## config.mk

```make
export PLATFORM = sky130hd
export DESIGN_NAME = dma_irq_classifier
export DESIGN_NICKNAME = d
export VERILOG_FILES = /design/src/rtl/irqc_pkg.sv /design/src/rtl/irqc_status_bank.sv /design/src/rtl/irqc_classify.sv /design/src/rtl/irqc_prio_enc.sv /design/src/rtl/dma_irq_classifier.sv
export SDC_FILE = /design/constraint.sdc
export NUM_CORES = 1
export LEC_CHECK = 0
export BUFFER_PORTS_ARGS = -buffer_cell sky130_fd_sc_hd__clkbuf_2
export CORE_UTILIZATION = 40
export DETAILED_ROUTE_END_ITERATION = 16
export HOLD_SLACK_MARGIN = 0.06
export MAX_ROUTING_LAYER = met4
export RECOVER_POWER = 25
export SYNTH_ARGS = -nofsm -noshare
export SYNTH_HDL_FRONTEND = slang
export SYNTH_SLANG_ARGS = --single-unit
```

## constraint.sdc

```tcl
create_clock -name clk -period 3.6 [get_ports clk]
set_input_delay 0.18 -clock clk [delete_from_list [all_inputs] [get_ports clk]]
set_output_delay 0.18 -clock clk [all_outputs]
set_load 0.05 [all_outputs]
```

## src/rtl/irqc_pkg.sv

```systemverilog
package irqc_pkg;

  // register select codes; the clear aliases sit one above their word
  typedef enum logic [1:0] {
    SEL_STAT     = 2'd0,
    SEL_STAT_CLR = 2'd1,
    SEL_ERR      = 2'd2,
    SEL_ERR_CLR  = 2'd3
  } reg_sel_e;

endpackage

```

## src/rtl/irqc_status_bank.sv

```systemverilog
module irqc_status_bank
  import irqc_pkg::*;
#(
  parameter int NUM_CH = 16
) (
  input  logic              clk,
  input  logic              rst_n,
  input  logic [NUM_CH-1:0] comp_pulse,
  input  logic [NUM_CH-1:0] err_pulse,
  input  logic [NUM_CH-1:0] err_bus,
  input  logic              wr_en,
  input  reg_sel_e          wr_sel,
  input  logic [2*NUM_CH-1:0] wr_data,
  input  logic              ack_en,
  input  logic              ack_err,
  input  logic [NUM_CH-1:0] ack_mask,
  output logic [NUM_CH-1:0] comp_q,
  output logic [NUM_CH-1:0] en_q,
  output logic [NUM_CH-1:0] flag_q,
  output logic [NUM_CH-1:0] type_q
);

  localparam int DW = 2 * NUM_CH;

  logic [NUM_CH-1:0] comp_d, en_d, flag_d, type_d;
  logic [NUM_CH-1:0] clr_comp, clr_flag, clr_type;
  logic              upd;

  always_comb begin
    clr_comp = '0;
    clr_flag = '0;
    clr_type = '0;
    en_d     = en_q;
    if (wr_en) begin
      case (wr_sel)
        SEL_STAT:     en_d = wr_data[DW-1:NUM_CH];
        SEL_STAT_CLR: begin
          clr_comp = wr_data[NUM_CH-1:0];
          en_d     = en_q & ~wr_data[DW-1:NUM_CH];
        end
        SEL_ERR_CLR:  begin
          clr_flag = wr_data[NUM_CH-1:0];
          clr_type = wr_data[DW-1:NUM_CH];
        end
        default: ;
      endcase
    end
    if (ack_en) begin
      if (ack_err) begin
        clr_flag = clr_flag | ack_mask;
        clr_type = clr_type | ack_mask;
      end else begin
        // a termination flag hidden behind this completion goes with it
        clr_comp = clr_comp | ack_mask;
        clr_flag = clr_flag | (ack_mask & ~type_q);
      end
    end
    // new events win over clears of the same cycle
    comp_d = (comp_q & ~clr_comp) | comp_pulse;
    flag_d = (flag_q & ~clr_flag) | err_pulse;
    type_d = (type_q & ~clr_type) | (err_pulse & err_bus);
    upd    = wr_en | ack_en | (|comp_pulse) | (|err_pulse);
  end

  always_ff @(posedge clk or negedge rst_n) begin
    if (!rst_n) begin
      comp_q <= '0;
      en_q   <= '0;
      flag_q <= '0;
      type_q <= '0;
    end else if (upd) begin
      comp_q <= comp_d;
      en_q   <= en_d;
      flag_q <= flag_d;
      type_q <= type_d;
    end
  end

endmodule

```

## src/rtl/irqc_classify.sv

```systemverilog
module irqc_classify #(
  parameter int NUM_CH = 16
) (
  input  logic [NUM_CH-1:0]   comp,
  input  logic [NUM_CH-1:0]   flag,
  input  logic [NUM_CH-1:0]   bus,
  output logic [2*NUM_CH-1:0] vec
);

  for (genvar g = 0; g < NUM_CH; g++) begin : g_ch
    // bus errors always count; termination errors only without completion
    assign vec[NUM_CH+g] = flag[g] & (bus[g] | ~comp[g]);
    assign vec[g]        = comp[g];
  end

endmodule

```

## src/rtl/irqc_prio_enc.sv

```systemverilog
module irqc_prio_enc #(
  parameter int W  = 32,
  parameter int IW = $clog2(W)
) (
  input  logic [W-1:0]  vec,
  output logic          found,
  output logic [IW-1:0] idx
);

  always_comb begin
    found = 1'b0;
    idx   = '0;
    // ascending scan, so the last hit is the highest set bit
    for (int i = 0; i < W; i++) begin
      if (vec[i]) begin
        found = 1'b1;
        idx   = IW'(i);
      end
    end
  end

endmodule

```

## src/rtl/dma_irq_classifier.sv

```systemverilog
module dma_irq_classifier
  import irqc_pkg::*;
#(
  parameter int NUM_CH = 16
) (
  input  logic                      clk,
  input  logic                      rst_n,
  input  logic [NUM_CH-1:0]         comp_pulse,
  input  logic [NUM_CH-1:0]         err_pulse,
  input  logic [NUM_CH-1:0]         err_bus,
  input  logic                      reg_wr,
  input  logic [1:0]                reg_addr,
  input  logic [2*NUM_CH-1:0]       reg_wdata,
  output logic [2*NUM_CH-1:0]       reg_rdata,
  output logic                      evt_valid,
  output logic [$clog2(NUM_CH)-1:0] evt_chan,
  output logic                      evt_err,
  input  logic                      evt_ack,
  output logic                      irq,
  output logic [NUM_CH-1:0]         chan_rst_req
);

  localparam int DW = 2 * NUM_CH;
  localparam int CW = $clog2(NUM_CH);
  localparam int IW = CW + 1;

  logic              rst_meta, rst_sync_n;
  logic [NUM_CH-1:0] comp_q, en_q, flag_q, type_q;
  logic [DW-1:0]     vec;
  logic              found;
  logic [IW-1:0]     idx;
  logic              ack_take;
  logic [NUM_CH-1:0] ack_mask;
  logic              evt_v_q, evt_v_d;
  logic              evt_e_q, evt_e_d;
  logic [CW-1:0]     evt_c_q, evt_c_d;
  logic [NUM_CH-1:0] rst_q, rst_d;

  // asynchronous assertion, synchronous release
  always_ff @(posedge clk or negedge rst_n) begin
    if (!rst_n) begin
      rst_meta   <= 1'b0;
      rst_sync_n <= 1'b0;
    end else begin
      rst_meta   <= 1'b1;
      rst_sync_n <= rst_meta;
    end
  end

  assign ack_take = evt_ack & evt_v_q;
  assign ack_mask = NUM_CH'(1) << evt_c_q;

  irqc_status_bank #(.NUM_CH(NUM_CH)) u_bank (
    .clk        (clk),
    .rst_n      (rst_sync_n),
    .comp_pulse (comp_pulse),
    .err_pulse  (err_pulse),
    .err_bus    (err_bus),
    .wr_en      (reg_wr),
    .wr_sel     (reg_sel_e'(reg_addr)),
    .wr_data    (reg_wdata),
    .ack_en     (ack_take),
    .ack_err    (evt_e_q),
    .ack_mask   (ack_mask),
    .comp_q     (comp_q),
    .en_q       (en_q),
    .flag_q     (flag_q),
    .type_q     (type_q)
  );

  irqc_classify #(.NUM_CH(NUM_CH)) u_cls (
    .comp (comp_q),
    .flag (flag_q),
    .bus  (type_q),
    .vec  (vec)
  );

  irqc_prio_enc #(.W(DW), .IW(IW)) u_enc (
    .vec   (vec),
    .found (found),
    .idx   (idx)
  );

  always_comb begin
    // an accepted acknowledge blanks the event for one cycle so the
    // serviced bit cannot be presented twice
    evt_v_d = ack_take ? 1'b0 : found;
    evt_e_d = idx[IW-1];
    evt_c_d = idx[CW-1:0];
    rst_d   = (ack_take && evt_e_q) ? ack_mask : '0;
  end

  always_ff @(posedge clk or negedge rst_sync_n) begin
    if (!rst_sync_n) begin
      evt_v_q <= 1'b0;
      evt_e_q <= 1'b0;
      evt_c_q <= '0;
      rst_q   <= '0;
    end else begin
      evt_v_q <= evt_v_d;
      evt_e_q <= evt_e_d;
      evt_c_q <= evt_c_d;
      rst_q   <= rst_d;
    end
  end

  assign evt_valid    = evt_v_q;
  assign evt_err      = evt_e_q;
  assign evt_chan     = evt_c_q;
  assign chan_rst_req = rst_q;
  assign irq          = (|(comp_q & en_q)) | (|flag_q);
  assign reg_rdata    = reg_addr[1] ? {type_q, flag_q} : {en_q, comp_q};

endmodule

```

==> flow_summary.yaml, run 1 <==
logic_synthesis:
  ys_seq_area_frac: 0.4743
  ys_types: 48
  post-synth-top-area-fraction: 0.4743
  syn_nets: 602
  synthFlopType: "dfrtp_1"
  syn_inst: 516
  yosys-top-cells-area: "dfrtp_1, nand2_1, nand3_1"
  synth_enable_flop_cells: 0
  yosys_warnings: 0
  avgSynthCellArea_sq_um: 8.998
  synth_top_cell_by_area: "dfrtp_1"
  synth-async-reset-ratio: 1.000
  synth_area_sq_um: 4643
  synth-seq-cells: 88
sta:
  fmax_mhz: 446.0
  setup_viol: 0
  worst_slew_pin_slew_ns: 1.673
  fin_crit_sh: 0.6228
  period_minus_slack_ns: 2.242
  slew_viol_final: 74
  setup-tns-final_ns: 0
  hold_viol_final: 0
  fin_ws_ns: 1.358
  rsz0062_at_grt: "false"
  maxSlewHeadroom: -0.1152
  clock_skew_ns: 0.006170
global_route:
  grt_use_met2: 0.4825
  grt_max_degree: 74
  met1_usage: 0.4021
  first_global_vias: 4695
  top_usage_layer: "met2"
  met3_usage: 0.04505
  grt.total_usage: 0.3111
  grt_overflow: 0
  grt_antenna_before_repair: 0
  grt_pass1_wl_um: 26150
power_and_ir_drop:
  intPower_mw: 1.819
  switchingPower_mw: 1.057
  p_per_area_nw_per_um2: 461.7
  power_frac_seq: 0.420
  leakagePower_nw: 2.705
  p_sw_frac: 0.3674
  ir_drop_mv: 0.2366
  clockPowerShare: 0.313
  pwr-share-comb: 0.266
clock_tree:
  worstSkewPairLatency_ns: 0.35
  ctsRootBufferMaster: "clkbuf_16"
  clk_path_buf_depth: 2
  cts.clk_slew.worst_paths_ns: 0.06
  tritoncts: "done"
  cts_sinks: 88
  cts_resized: 0
  post_cts_buffers: 0
  cts_buffers: 9
  cts_htree_levels: 3
place:
  dpl.hpwl_um: 12790
  port_buffers: 140
  place_congestion: 0.9140
  place_ws_ns: 1.450
  dpl_cell_area_sq_um: 5497
worst_setup_path:
  worstSetupPathType: "reg2reg"
  worstSetupEndpointType: "flip-flop"
  cp_max_fo: 21
  cp.required_ns: 3.83
  arrival_ns: 2.47
  crit_path_start_kind: "flip-flop"
min_path:
  hp-class: "in2reg"
layout:
  multi_input_area_sq_um: 2295
  area.sequential_sq_um: 2203
  finalNetCount: 786
  drive_above_1_share: 0.2879
  area_growth_pct: 34.14
  antenna_cells: 0
  n_fill_cell: 1067
  final_area_sq_um: 6228
routing:
  wl_per_cell_um: 20.77
  detail-route-antenna-nets: 0
  vias_per_cell: 5.665
  first_iter_violations: 320
  vias: 4787
  dr.pass1.iters: 5
  routed_wl_um: 17550
  post-route-drc-count: 0
flow_run:
  maxCapViolCount: 1
floorplan:
  die_area_sq_um: 12040
  fp.dieW_um: 109.7
  dieHeight_um: 109.7
  core_area_sq_um: 11080
  rows: 38
  start_util: 0.4191
  io_pins: 141
status:
  violations: "max-capacitance violations, max-slew violations"
  outcome: "finished, violations left"
-- layout make-up --
class,instances,area share
well taps,140,0.02812
flip-flops and latches,88,0.3538
clock buffers,10,0.03837
multi-input cells,389,0.3684
repair buffers,196,0.1951
clock inverters,6,0.006629
inverters,16,0.009642
-- metal layers --
metal  part of all wire  wire, um
met4              0.029       501
met1               0.44      7636
met5                  0         0
met2               0.47      8188
met3              0.070      1222
-- sequential cells by signal, summed over array words and instances (netlist names) --
register	count
u_bank.type_q	16
rst_meta	1
chan_rst_req	16
rst_sync_n	1
u_bank.flag_q	16
evt_err	1
evt_valid	1
evt_chan	4
u_bank.en_q	16
u_bank.comp_q	16
-- critical path, cell delays in order, from the launching register on --
cell and delay [ns]:
dfrtp_1 0.77, nand4_1 0.82, nor2b_1 0.39, o21ai_0 0.13
-- final timing paths --
path / cells past startpoint / slack [ns] / endpoint / startpoint
max in group asynchronous: 1 / 1.87 / u_bank.type_q[14]$_DFFE_PN0P_ / rst_sync_n$_DFF_PN0_
setup / recovery: 3 / 1.36 / u_bank.type_q[1]$_DFFE_PN0P_ / evt_err$_DFF_PN0_
min in group asynchronous: 2 / 0.13 / rst_meta$_DFF_PN0_ / rst_n
hold reg to reg: 0 / 0.35 / rst_sync_n$_DFF_PN0_ / rst_meta$_DFF_PN0_
hold / removal: 3 / 0.06 / u_bank.type_q[9]$_DFFE_PN0P_ / err_bus[9]
setup reg to reg: 3 / 1.36 / u_bank.type_q[1]$_DFFE_PN0P_ / evt_err$_DFF_PN0_
-- cells in the final DEF, fill, tap and decap left out, types with 9 or more instances in the layout --
cell type	netlist	routed
dlygate4sd3_1	0	48
a31o_2	29	29
inv_1	12	12
nand2b_1	23	23
clkbuf_1	18	21
o21ai_0	52	52
nor2_1	22	22
clkbuf_16	0	9
nand2_1	90	90
clkbuf_2	0	119
a22o_1	17	17
nand3_1	54	54
dfrtp_1	88	87
mux2_2	19	19
-- Yosys cell counts, types with 5 or more instances --
cell type  count
a22o_1        17
a22oi_1        8
a31o_2        29
and2_1         7
clkbuf_1      18
dfrtp_1       88
inv_1         12
mux2_2        19
nand2_1       90
nand2b_1      23
nand3_1       54
nand4_1        8
nor2_1        22
nor2b_1        5
nor4_1         5
o21ai_0       52
o21ai_1        5
-- kinds of logic after synthesis --
group                  synth area share
and+or+nand+nor                  0.2439
DFF                              0.4743
buffers and inverters           0.03260
AOI/OAI and AO/OA                0.2024
muxes                           0.04608
other                         0.0008076
-- stage by stage --
stage | util | total power [mW] | hold slack, ns | std cells
CTS | 0.5648 | 2.888 | 0.06038 | 845
detailed placement | 0.4962 | 1.945 | -0.03210 | 781
global route | 0.5622 | 2.991 | 0.07027 | 845
floorplan | - | 1.677 | -0.1156 | 516
finish | 0.5622 | 2.876 | 0.05807 | 845
global placement | 0.4962 | 1.941 | -0.03413 | 781
-- what timing repair did --
action                                  4_1_cts  5_1_grt
endpoints found under the hold margin        45        0
endpoints found under the setup margin        0        0
hold buffers                                 48        0
-- power groups by stage --
stage,registers (mW),logic [mW],clock network [mW]
global route,1.22,0.816,0.953
CTS,1.21,0.765,0.916
floorplan,1.23,0.442,0
finish,1.21,0.766,0.901
global placement,1.22,0.717,0
detailed placement,1.22,0.721,0
Note: power is estimated with default switching activity, not from simulation.
==> run 2, diff against run 1 <==
Settings changed: PLACE_DENSITY from default to 0.67.
Clock period 3.6 ns to 1.8 ns, I/O delays scaled along.
==> run 2 against run 1 <==
  * The flow finishes with violations (negative setup slack)
  * Clock-buffer cell count shrank 1
  * Combinational power increased by 120%
  * Sequential share of layout area down 3.0 points
  * Global-route usage up 2.0 points
  * Via count increased by 8.9%
  * Clock power increased by 130%
  * Sequential cell count unchanged
  * Core utilization grew 5.3 points
  * Worst hold slack improved by 0.024 ns
  * Cell area rose by 9.4%
  * Final cell count up 6.5%
  * Non-clock buffer count up 55
  * Largest cell class unchanged
==> flow_summary.yaml, run 2 (synthesis gave the netlist of run 1 again) <==
layout:
  final_common_cell: "clkbuf_2"
  final_cell_mix: "clkbuf_2, nand2_1, dfrtp_1"
  finalNetCount: 841
  final_area_sq_um: 6813
  area_growth_pct: 46.73
  final_cells: 900
  antenna_cells: 0
  drive_above_1_share: 0.3500
sta:
  slew_viol_final: 0
  clock_skew_ns: 0.009571
  fmax_mhz: 547.2
  period_minus_slack_ns: 1.827
  fin_ws_ns: -0.02749
  rsz0062_at_grt: "true"
  maxSlewHeadroom: 0.1721
  hold_ws_ns: 0.08247
  fin_crit_sh: 1.015
  hold_viol_final: 0
  setup_viol: 1
  worst_slew_pin_slew_ns: 1.242
place:
  dpl.hpwl_um: 13610
  port_buffers: 140
  place_congestion: 0.9472
  dpl_cell_area_sq_um: 5764
  dp_cells: 814
clock_tree:
  cts.clk_slew.worst_paths_ns: 0.07
  cts_sinks: 88
  clk_path_buf_depth: 2
  cts_buffers: 9
  worstSkewPairLatency_ns: 0.35
  tritoncts: "done"
  cts_htree_levels: 3
  ctsRootBufferMaster: "clkbuf_16"
status:
  violations: "negative setup slack"
  outcome: "finished, violations left"
global_route:
  grt_overflow: 0
  met3_usage: 0.03201
  first_global_vias: 4978
  grt_max_degree: 30
  top_usage_layer: "met2"
  grt.total_usage: 0.3309
  grt_antenna_before_repair: 0
  grt_use_met2: 0.5301
  met1_usage: 0.4282
  grt_pass1_wl_um: 27760
worst_setup_path:
  crit_path_start_kind: "flip-flop"
  cp.required_ns: 1.71
  critical_path.max_stage_delay_ns: 0.41
  crit_chain: "nor4_2 > buf_4 > nand4_1 > nor2_1 > nand4_1 > clkbuf_8"
  worstSetupEndpointType: "primary output"
  worst-r2r-setup-slack_ns: 0.08
  worstSetupStartpoint: "u_bank.flag_q[13]$_DFFE_PN0P_"
  arrival_ns: 1.74
  crit_top_cell: "nand4_1"
  critical-path-slowest-cell: "dfrtp_1"
  r2r_cells: 6
  rr_startpoint: "u_bank.type_q[0]$_DFFE_PN0P_"
  r2r_end: "evt_valid$_DFF_PN0_"
  cp_max_fo: 2
  worstSetupPathType: "reg2out"
min_path:
  min_from: "reg_wdata[4]"
  hp-class: "in2reg"
  whs_endpoint: "u_bank.flag_q[4]$_DFFE_PN0P_"
  hold_depth: 3
power_and_ir_drop:
  p_per_area_nw_per_um2: 910.6
  ir_drop_mv: 0.5147
  totalPowerFinal_mw: 6.204
  leakagePower_nw: 3.072
routing:
  vias_per_cell: 5.791
  post-route-drc-count: 0
  vias: 5212
  dr.pass1.iters: 5
  wl_per_cell_um: 20.77
  routed_wl_um: 18700
  detail-route-antenna-nets: 0
  first_iter_violations: 409
floorplan:
  core_area_sq_um: 11080
  dieHeight_um: 109.7
  rows: 38
  io_pins: 141
  die_area_sq_um: 12040
  start_util: 0.4191
  fp.dieW_um: 109.7
flow_run:
  maxCapViolCount: 0
==> run 2: metrics by stage <==
step	setup WS, ns	utilization	TNS, ns
4_1_cts	-0.03116	0.6144	-0.03116
3_3_place_gp	0.07467	0.5203	0
3_5_place_dp	0.03077	0.5203	0
6_report	-0.02749	0.6150	-0.02749
5_1_grt	-0.1042	0.6150	-1.431
2_1_floorplan	0.01925	-	0
==> run 2: layout make-up <==
class | instances | area (sq um)
tap | 140 | 175.2
multi-input combinational | 389 | 2337
fill | 935 | 4265
clock buffer | 9 | 225.2
inverter | 16 | 60.06
timing repair buffer | 251 | 1708
sequential | 88 | 2205
clock inverter | 7 | 102.6
==> run 2: layer usage <==
metal,up-vias,share of wire
li1,2344,-
met1,2518,0.42
met2,316,0.48
met3,34,0.075
met4,0,0.029
met5,-,0
==> run 2: worst max path at each step <==
stage | slack, ns | cells after the start | end
2_1_floorplan | 0.02 | 4 | u_bank.comp_q[11]$_DFFE_PN0P_
3_3_place_gp | 0.07 | 6 | evt_valid$_DFF_PN0_
3_5_place_dp | 0.03 | 6 | evt_chan[1]$_DFF_PN0_
4_1_cts | -0.03 | 6 | irq
5_1_grt | -0.10 | 6 | irq
6_report | -0.03 | 6 | irq
==> run 2: timing repair <==
item	CTS	global route
setup endpoints to repair	1	3
pin swaps	3	2
resized for setup	6	7
buffers inserted	3	1
hold endpoints to repair	65	0
hold buffers	66	0
==> run 2: worst max-delay path, delay by kind of cell (launching register included) <==
family                 cells  cell delay, ns
AND/OR/NAND/NOR            4            0.61
buffers and inverters      2            0.38
flip-flops                 1            0.41
==> run 2: where the power goes <==
group	internal, mW	total [mW]	switching (mW)
Sequential	2.15	2.42	0.268
Clock	1.23	2.09	0.852
Combinational	0.613	1.70	1.09
==> run 3, diff against run 2 <==
Settings changed: CAP_MARGIN from default to 5, PLACE_DENSITY 0.67 to default, RECOVER_POWER 25 to default.
Clock period 1.8 ns to 1.71 ns, I/O delays scaled along.
==> run 3 against run 2 <==
  * The run still ends with negative setup slack left
  * Critical path depth unchanged
  * Core utilization up 3.1 points
  * Sequential share of layout area shrank 1.5 points
  * Worst hold slack got worse by 0.0055 ns
  * Clock skew down 0.0028 ns
  * Die area stayed put
  * Cell area increased by 5.1%
  * Critical endpoint unchanged
  * Largest cell class unchanged
  * Largest power group unchanged
  * Highest routed layer unchanged
==> flow_summary.yaml, run 3 (synthesis gave the netlist of run 1 again) <==
status:
  outcome: "finished, violations left"
  violations: "negative setup slack"
worst_setup_path:
  arrival_ns: 1.71
  worstSetupStartpoint: "u_bank.flag_q[11]$_DFFE_PN0P_"
  worst-r2r-setup-slack_ns: -0.02
  cp_max_fo: 2
  cp.required_ns: 1.62
  critPathCapture: "irq"
  worstSetupEndpointType: "primary output"
  r2r_end: "evt_valid$_DFF_PN0_"
  crit_path_start_kind: "flip-flop"
  r2r_cells: 7
  rr_startpoint: "u_bank.comp_q[1]$_DFFE_PN0P_"
  worstSetupPathType: "reg2out"
floorplan:
  dieHeight_um: 109.7
  rows: 38
  io_pins: 141
  start_util: 0.4191
  fp.dieW_um: 109.7
  core_area_sq_um: 11080
  die_area_sq_um: 12040
sta:
  worst_slew_pin_slew_ns: 0.6828
  fin_ws_ns: -0.08177
  fin_crit_sh: 1.048
  fmax_mhz: 558.1
  hold_viol_final: 0
  slew_viol_final: 0
  setup_viol: 3
  clock_skew_ns: 0.006811
  rsz0062_at_grt: "true"
  period_minus_slack_ns: 1.792
  maxSlewHeadroom: 0.5448
layout:
  antenna_cells: 0
  drive_above_1_share: 0.3853
  final_area_sq_um: 7161
  final_common_cell: "clkbuf_2"
  area_growth_pct: 54.22
  finalNetCount: 871
  multi_input_area_sq_um: 2405
  n_fill_cell: 958
  area.sequential_sq_um: 2212
  final_cell_mix: "clkbuf_2, nand2_1, dfrtp_1"
routing:
  dr.pass1.iters: 5
  wl_per_cell_um: 20.76
  routed_wl_um: 19280
  detail-route-antenna-nets: 0
  vias: 5244
  first_iter_violations: 428
  vias_per_cell: 5.645
  post-route-drc-count: 0
flow_run:
  maxCapViolCount: 0
power_and_ir_drop:
  leakagePower_nw: 3.229
  p_sw_frac: 0.3447
  p_per_area_nw_per_um2: 927.0
  ir_drop_mv: 0.6914
  switchingPower_mw: 2.288
  intPower_mw: 4.350
  power_frac_seq: 0.381
  clockPowerShare: 0.328
  pwr-share-comb: 0.291
clock_tree:
  worstSkewPairLatency_ns: 0.35
  cts_sinks: 88
  tritoncts: "done"
  clk_path_buf_depth: 2
  ctsRootBufferMaster: "clkbuf_16"
  cts_htree_levels: 3
  cts.clk_slew.worst_paths_ns: 0.06
  cts_buffers: 9
place:
  place_congestion: 0.8944
  place_ws_ns: -0.06756
  port_buffers: 140
  dpl_cell_area_sq_um: 5942
  dpl.hpwl_um: 13900
global_route:
  grt_max_degree: 52
  first_global_vias: 5120
  grt.total_usage: 0.3427
  grt_pass1_wl_um: 28640
  grt_antenna_before_repair: 0
  grt_overflow: 0
min_path:
  hp-class: "in2reg"
  hold_depth: 3
[run 3: layout make-up]
type / instances / share of cell area
clock buffer: 12 / 0.03582
inverter: 16 / 0.008387
clock inverter: 3 / 0.009086
tap: 140 / 0.02446
timing repair buffer: 281 / 0.2775
sequential: 88 / 0.3089
multi-input combinational: 389 / 0.3358
[run 3: critical path, stage by stage, from the launching register on]
cell      delay, ns
dfrtp_1        0.40
nor4_2         0.28
buf_4          0.16
nand4_1        0.08
nor2_1         0.10
nand4_1        0.13
clkbuf_8       0.21
[run 3: through the flow]
stage                      TNS, ns  std cells  hold slack [ns]    util  total power [mW]
after floorplan             -1.097        516          -0.2101       -             3.530
after global placement    -0.05266        836          -0.1298  0.5364             4.276
after detailed placement   -0.1348        836          -0.1262  0.5364             4.290
after CTS                  -0.1070        925          0.07252  0.6356             6.584
after global routing       -0.4374        929          0.08953  0.6464             6.855
final                      -0.1039        929          0.07698  0.6464             6.638
[run 3: worst min path at each step]
stage | slack, ns | start | to
3_3_place_gp | -0.13 | rst_n | rst_meta$_DFF_PN0_
6_report | 0.08 | reg_wdata[2] | u_bank.flag_q[2]$_DFFE_PN0P_
5_1_grt | 0.09 | reg_wdata[2] | u_bank.flag_q[2]$_DFFE_PN0P_
3_5_place_dp | -0.13 | rst_n | rst_meta$_DFF_PN0_
2_1_floorplan | -0.21 | rst_n | rst_meta$_DFF_PN0_
4_1_cts | 0.07 | reg_wdata[2] | u_bank.comp_q[2]$_DFFE_PN0P_
[run 3: power by group through the flow]
| stage | Clock (mW) | Sequential, mW | Combinational (mW) |
|---|---|---|---|
| floorplan | 0 | 2.60 | 0.932 |
| global placement | 0 | 2.54 | 1.74 |
| detailed placement | 0 | 2.54 | 1.75 |
| CTS | 2.18 | 2.51 | 1.89 |
| global route | 2.26 | 2.54 | 2.06 |
| finish | 2.18 | 2.53 | 1.93 |
[run 3: repair_timing]
item / 4_1_cts / 5_1_grt
hold endpoints to repair: 66 / 0
endpoints found under the setup margin: 4 / 6
pin swaps: 9 / 9
buffers inserted: 4 / 4
hold buffers: 70 / 0
resized for setup: 10 / 23
[run 3: routing by layer]
| metal | share of wire | routed length, um | vias to the layer above | GRT usage |
|---|---|---|---|---|
| li1 | - | - | 2392 | - |
| met1 | 0.42 | 8124 | 2514 | 0.4377 |
| met2 | 0.47 | 8970 | 285 | 0.5341 |
| met3 | 0.069 | 1335 | 53 | 0.04268 |
| met4 | 0.044 | 852 | 0 | 0.1800 |
| met5 | 0 | 0 | - | - |
